===== src/rtl/bankreg_pkg.sv =====
`timescale 1ns/1ps
package bankreg_pkg;
  localparam int NUM_SHARED = 15;
  localparam int FIQ_FIRST  = 8;
  localparam int FIQ_CNT    = NUM_SHARED - FIQ_FIRST;
  localparam int PAIR_FIRST = 13;
  localparam int PAIR_CNT   = NUM_SHARED - PAIR_FIRST;
  localparam int PAIR_MODES = 4;
  localparam int FIQ_BASE   = NUM_SHARED;
  localparam int PAIR_BASE  = FIQ_BASE + FIQ_CNT;
  localparam int NUM_PHYS   = PAIR_BASE + PAIR_CNT * PAIR_MODES;
  localparam int NUM_SAVED  = PAIR_MODES + 1;
  localparam int PHYS_W     = $clog2(NUM_PHYS);
  localparam int SAV_W      = $clog2(NUM_SAVED);
  localparam int IDX_W      = 4;

  localparam logic [4:0] MD_USR = 5'h10;
  localparam logic [4:0] MD_FIQ = 5'h11;
  localparam logic [4:0] MD_IRQ = 5'h12;
  localparam logic [4:0] MD_SVC = 5'h13;
  localparam logic [4:0] MD_ABT = 5'h17;
  localparam logic [4:0] MD_UND = 5'h1B;
  localparam logic [4:0] MD_SYS = 5'h1F;

  typedef enum logic [2:0] {
    VW_USR = 3'd0, VW_FIQ = 3'd1, VW_IRQ = 3'd2, VW_SVC = 3'd3,
    VW_ABT = 3'd4, VW_UND = 3'd5, VW_BAD = 3'd6
  } view_t;

  function automatic view_t view_of(logic [4:0] md);
    case (md)
      MD_USR, MD_SYS: return VW_USR;
      MD_FIQ:         return VW_FIQ;
      MD_IRQ:         return VW_IRQ;
      MD_SVC:         return VW_SVC;
      MD_ABT:         return VW_ABT;
      MD_UND:         return VW_UND;
      default:        return VW_BAD;
    endcase
  endfunction

  function automatic logic is_pair_view(view_t v);
    return (v == VW_IRQ) || (v == VW_SVC) || (v == VW_ABT) || (v == VW_UND);
  endfunction

  function automatic logic [PHYS_W-1:0] phys_of(view_t v, logic [IDX_W-1:0] idx);
    int n;
    n = int'(idx);
    if (v == VW_FIQ && n >= FIQ_FIRST)
      n = FIQ_BASE + n - FIQ_FIRST;
    else if (is_pair_view(v) && n >= PAIR_FIRST)
      n = PAIR_BASE + (int'(v) - int'(VW_IRQ)) * PAIR_CNT + n - PAIR_FIRST;
    return PHYS_W'(n);
  endfunction

  function automatic logic [SAV_W-1:0] saved_of(view_t v);
    return SAV_W'(int'(v) - int'(VW_FIQ));
  endfunction
endpackage


===== src/rtl/bank_mode_decode.sv =====
`timescale 1ns/1ps
module bank_mode_decode
  import bankreg_pkg::*;
(
  input  logic [4:0]       mode_i,
  output view_t            view_o,
  output logic             mode_ok_o,
  output logic             has_saved_o,
  output logic [SAV_W-1:0] sav_sel_o
);
  always_comb begin
    view_o      = view_of(mode_i);
    mode_ok_o   = (view_o != VW_BAD);
    has_saved_o = (view_o == VW_FIQ) || is_pair_view(view_o);
    sav_sel_o   = has_saved_o ? saved_of(view_o) : '0;
  end
endmodule


===== src/rtl/bank_map.sv =====
`timescale 1ns/1ps
module bank_map
  import bankreg_pkg::*;
(
  input  view_t             view_i,
  input  logic [IDX_W-1:0]  idx_i,
  output logic [PHYS_W-1:0] phys_o,
  output logic              ok_o
);
  always_comb begin
    ok_o   = (view_i != VW_BAD) && (int'(idx_i) < NUM_SHARED);
    phys_o = ok_o ? phys_of(view_i, idx_i) : '0;
  end
endmodule


===== src/rtl/bank_store.sv =====
`timescale 1ns/1ps
module bank_store
  import bankreg_pkg::*;
#(
  parameter int DW = 32
) (
  input  logic              clk,
  input  logic              rst,
  input  logic              gpr_we,
  input  logic [PHYS_W-1:0] gpr_wa,
  input  logic [DW-1:0]     gpr_wd,
  input  logic [PHYS_W-1:0] gpr_ra0,
  input  logic [PHYS_W-1:0] gpr_ra1,
  output logic [DW-1:0]     gpr_rd0,
  output logic [DW-1:0]     gpr_rd1,
  input  logic              sav_we,
  input  logic [SAV_W-1:0]  sav_sel,
  input  logic [DW-1:0]     sav_wd,
  output logic [DW-1:0]     sav_rd
);
  logic [DW-1:0] gpr [NUM_PHYS];
  logic [DW-1:0] sav [NUM_SAVED];

  always_ff @(posedge clk) begin
    if (rst) begin
      for (int i = 0; i < NUM_PHYS; i++) gpr[i] <= '0;
      for (int j = 0; j < NUM_SAVED; j++) sav[j] <= '0;
    end else begin
      if (gpr_we) gpr[gpr_wa] <= gpr_wd;
      if (sav_we) sav[sav_sel] <= sav_wd;
    end
  end

  assign gpr_rd0 = gpr[gpr_ra0];
  assign gpr_rd1 = gpr[gpr_ra1];
  assign sav_rd  = sav[sav_sel];
endmodule


===== src/rtl/banked_regfile.sv =====
`timescale 1ns/1ps
module banked_regfile
  import bankreg_pkg::*;
#(
  parameter int DW = 32
) (
  input  logic          clk,
  input  logic          rst,
  input  logic [4:0]    mode_i,
  input  logic          wr_en,
  input  logic [3:0]    wr_idx,
  input  logic [DW-1:0] wr_data,
  input  logic [3:0]    rd_a_idx,
  output logic [DW-1:0] rd_a_data,
  input  logic [3:0]    rd_b_idx,
  output logic [DW-1:0] rd_b_data,
  input  logic          sv_wr_en,
  input  logic [DW-1:0] sv_wr_data,
  input  logic          sv_rd_en,
  output logic [DW-1:0] sv_rd_data,
  output logic          err
);
  localparam int NPORT = 3;  // 0: write, 1: read A, 2: read B

  view_t             view;
  logic              mode_ok, has_saved;
  logic [SAV_W-1:0]  sav_sel;
  logic [IDX_W-1:0]  port_idx  [NPORT];
  logic [PHYS_W-1:0] port_phys [NPORT];
  logic              port_ok   [NPORT];
  logic [DW-1:0]     raw_a, raw_b, raw_sv;

  // named events for the checker
  logic mode_bad, sv_fault, wr_fire, sv_wr_fire;

  bank_mode_decode u_dec (
    .mode_i(mode_i), .view_o(view), .mode_ok_o(mode_ok),
    .has_saved_o(has_saved), .sav_sel_o(sav_sel)
  );

  assign port_idx[0] = wr_idx;
  assign port_idx[1] = rd_a_idx;
  assign port_idx[2] = rd_b_idx;

  for (genvar p = 0; p < NPORT; p++) begin : g_map
    bank_map u_map (
      .view_i(view), .idx_i(port_idx[p]),
      .phys_o(port_phys[p]), .ok_o(port_ok[p])
    );
  end

  assign mode_bad   = !mode_ok;
  assign sv_fault   = !has_saved && (sv_rd_en || sv_wr_en);
  assign wr_fire    = wr_en && port_ok[0];
  assign sv_wr_fire = sv_wr_en && has_saved;

  bank_store #(.DW(DW)) u_store (
    .clk(clk), .rst(rst),
    .gpr_we(wr_fire), .gpr_wa(port_phys[0]), .gpr_wd(wr_data),
    .gpr_ra0(port_phys[1]), .gpr_ra1(port_phys[2]),
    .gpr_rd0(raw_a), .gpr_rd1(raw_b),
    .sav_we(sv_wr_fire), .sav_sel(sav_sel), .sav_wd(sv_wr_data),
    .sav_rd(raw_sv)
  );

  assign rd_a_data  = port_ok[1] ? raw_a  : '0;
  assign rd_b_data  = port_ok[2] ? raw_b  : '0;
  assign sv_rd_data = has_saved  ? raw_sv : '0;
  assign err        = mode_bad || sv_fault;
endmodule


===== config.mk =====
export PLATFORM = sky130hd
export DESIGN_NAME = banked_regfile
export DESIGN_NICKNAME = d
export VERILOG_FILES = /design/src/rtl/bankreg_pkg.sv /design/src/rtl/bank_mode_decode.sv /design/src/rtl/bank_map.sv /design/src/rtl/bank_store.sv /design/src/rtl/banked_regfile.sv
export SDC_FILE = /design/constraint.sdc
export NUM_CORES = 2
export LEC_CHECK = 0
export BUFFER_PORTS_ARGS = -buffer_cell sky130_fd_sc_hd__buf_4
export CAP_MARGIN = 20
export CORE_UTILIZATION = 25
export CTS_CLUSTER_SIZE = 16
export DETAILED_ROUTE_END_ITERATION = 10
export GPL_TIMING_DRIVEN = 0
export PLACE_DENSITY = 0.49
export SYNTH_ARGS = -nofsm -noshare
export SYNTH_HDL_FRONTEND = slang
export SYNTH_SLANG_ARGS = --single-unit

===== constraint.sdc =====
create_clock -name clk -period 8.7 [get_ports clk]
set_input_delay 0.435 -clock clk [delete_from_list [all_inputs] [get_ports clk]]
set_output_delay 0.435 -clock clk [all_outputs]
set_load 0.1 [all_outputs]

==> results.cfg <==
[run_status]
status = complete, no violations

[cells_and_area]
syn_to_final_growth_pct = 17.5
nets = 7064
drive_gt1_share_pct = 9.83
finalNonFillerCells = 10800
design_area_mm2 = 0.0832

[power_and_ir_drop]
vdd.ir_drop.worst_mv = 0.134
clockPowerShare_pct = 41.5
pwr-share-seq_pct = 44.8
leakage_uw = 0.0275
p_int_uw = 11500
p_switching_uw = 4660
swShare_pct = 28.9
p_comb_share_pct = 13.7
power_per_cell_area_mw_per_mm2 = 194

[timing]
rsz0062_at_grt = yes
setup-violations-final = 0
fmax_mhz = 115
min_period_over_period_pct = 99.8
finalWorstPathRequiredPeriod_ns = 8.68
max-slew-margin-rel_pct = 8.55
final.setup.tns_ns = 0
finalMaxSlewViolations = 0
fin_ws_ns = 0.0181
final-hold-violation-count = 0
worst_pin_slew_ns = 1.34

[worst_setup_path]
startpoint_type = input pin
crit_type = input pin to primary output
worstPathRequired_ns = 8.27
critPathMaxFanout = 10
slowest_delay_ns = 0.74
crit_arrival_ns = 8.25
slowest_stage = a221oi_1
worst_setup_path_end_kind = primary output
crit_chain = buf_2 > xor2_1 > nand4_1 > ha_1 > mux2i_1 > nand3_1 > clkbuf_1 > buf_1 > buf_1 > ha_1 > xor2_1 > ha_1 > ha_1 > xnor2_1 > nand4_1 > o211ai_1 > nor3_2 > clkbuf_1 > a221oi_1 > nand4_1 > o31ai_1 > buf_4
crit_top_cell = ha_1

[synthesis]
synth_edf_count = 1280
synthCells = 6504
ys_seq_area_share_pct = 54.3
ys_types = 68
synthAdderAreaFrac_pct = 0.615
synthTopCellsByArea = edfxtp_1 (54%), and2_1 (10%), mux2i_1 (5.6%)
ys_seq_elements = 1280
synthXorXnorAreaFrac_pct = 0.124
yosys.area.top_type = edfxtp_1
synthMuxAreaShare_pct = 6.15
synth_top_family_by_area = compound AO/OA/AOI/OAI gates
synthFlopType = edfxtp_1
synth_simple_gate_area_share_pct = 15.0
syn_area_mm2 = 0.0708
syn_nets = 6623
async_flop_share_pct = 0
synth.top_cell.area_share_pct = 54.3
ys_warn_count = 0
synth_compound_area_share_pct = 18.4
synth_area_per_cell_um2 = 10.9

[detailed_routing]
drtAntennaViolNets = 0
first_pass_iters = 9
vias = 60300
wl_um = 337000
dr.first_iter.drc_count = 8383
drc_errors = 0
vias_per_cell = 5.57
wl_per_cell_um = 31.1

[placement]
place_congestion = 1.01
numPortBuffers = 178
dpl_cell_area_mm2 = 0.0773
hpwlAfterDp_um = 255000
dp.cells = 10500
post-place-ws_ns = -0.380

[global_route]
grt_antenna_before_repair = 31
grtUsageTotal_pct = 22.7
grt_max_degree = 33
grt_pass1_vias = 57200
grt_pass1_wl_um = 457000
overflow = 0

[clocking]
clock-sinks = 1280
cts_made_buffers = 161
htreeDepth = 4
clockBufferDepth = 4
cts_root_buf = clkbuf_16
cts_tree = built
clkTransAtPathRegs_ns = 0.06

[die]
dieHeight_um = 534
rows = 195
die-area_mm2 = 0.285
start_util_pct = 25.1
pin_count = 183
core_area_mm2 = 0.282
die_x_um = 534

[flow_run]
maxCapViolCount = 0

[worst_hold_path]
worstHoldPathType = input pin to flop
## stage by stage
stage | util [%] | hold slack (ns) | power, uW
finish | 29.5 | 0.309 | 16100
floorplan | - | 0.534 | 8470
global route | 29.5 | 0.288 | 16500
detailed placement | 27.4 | 0.672 | 9450
CTS | 29.4 | 0.272 | 16100
global placement | 27.2 | 0.667 | 9410
## power by group through the flow
| stage | combinational, uW | clock (uW) | sequential [uW] |
|---|---|---|---|
| after floorplan | 1190 | 0 | 7280 |
| after global placement | 2080 | 0 | 7320 |
| after detailed placement | 2110 | 0 | 7330 |
| after CTS | 2140 | 6740 | 7210 |
| after global routing | 2280 | 6950 | 7240 |
| final | 2210 | 6690 | 7210 |
## cell usage after synthesis, types with 12 or more instances
master	instances
nor4_1	12
and2_1	1128
nor2_1	144
a211oi_1	380
buf_4	41
inv_1	212
nor3_1	17
o31ai_1	66
buf_2	76
o22ai_1	23
clkbuf_1	553
ha_1	30
a221oi_1	62
o21ai_0	204
nand2_1	450
o221ai_1	162
mux2_2	33
or2_2	38
mux2i_1	396
a2111oi_0	372
edfxtp_1	1280
a21oi_1	544
nand3_1	30
nand4_1	65
buf_1	34
clkbuf_2	12
## final cells by class
| class | instances | area, um2 |
|---|---|---|
| repair buffers | 278 | 2490 |
| clock buffers | 197 | 4270 |
| fillers | 29300 | 199000 |
| multi-input cells | 4285 | 28600 |
| clock inverters | 83 | 737 |
| inverters | 212 | 796 |
| plain buffers | 727 | 3110 |
| well taps | 3743 | 4680 |
| diodes | 22 | 55.1 |
| flip-flops and latches | 1280 | 38400 |
## flip-flops by register name, indices dropped and copies added, names as in the netlist
signal	count
u_store.sav	256
u_store.gpr	1024
## cell usage in the layout (no fill, tap or decap), drive strengths merged, types with 152 or more instances in the layout
cell and count:
a2111oi 372, a211oi 382, a21oi 547, and2 1128, buf 374, clkbuf 762, edfxtp 1280, inv 215
mux2i 396, nand2 450, nor2 152, o21ai 214, o221ai 162
## layer usage
metal,global-route usage (%),vias up,share of wire (%)
met5,0,-,0.061
met1,29.4,30300,41
met2,33.2,3752,42
met4,16.2,20,8.2
li1,-,25400,-
met3,5.40,840,9.2
## worst paths after layout
kind / from / to / slack [ns] / cells past startpoint
max: mode_i[3] / rd_b_data[22] / 0.02 / 22
min: sv_wr_en / u_store.sav[5][16]$_DFFE_PP_ / 0.31 / 4
## cell families after synthesis
kind of cell,Yosys count
and+or+nand+nor,1932
AOI/OAI and AO/OA,1880
DFF,1280
buffers and inverters,939
muxes,430
adders and majority gates,33
xor gates and xnor gates,10
## worst max-delay path, delay by kind of cell
family | cells | cell delay [ns]
buffers and inverters | 6 | 2.68
adder cells (fa/ha/maj) | 4 | 1.12
AND/OR/NAND/NOR | 5 | 1.36
AO/OA/AOI/OAI | 3 | 1.77
XOR/XNOR | 3 | 0.73
multiplexers | 1 | 0.10
## timing repair
item                                    in CTS  in global routing
hold buffers                                64                  0
pin swaps                                    1                  0
buffers inserted                             3                  0
endpoints found under the hold margin      320                  0
gates resized for setup                      7                 39
endpoints found under the setup margin      30                 35
Note: power is estimated with default switching activity, not from simulation.
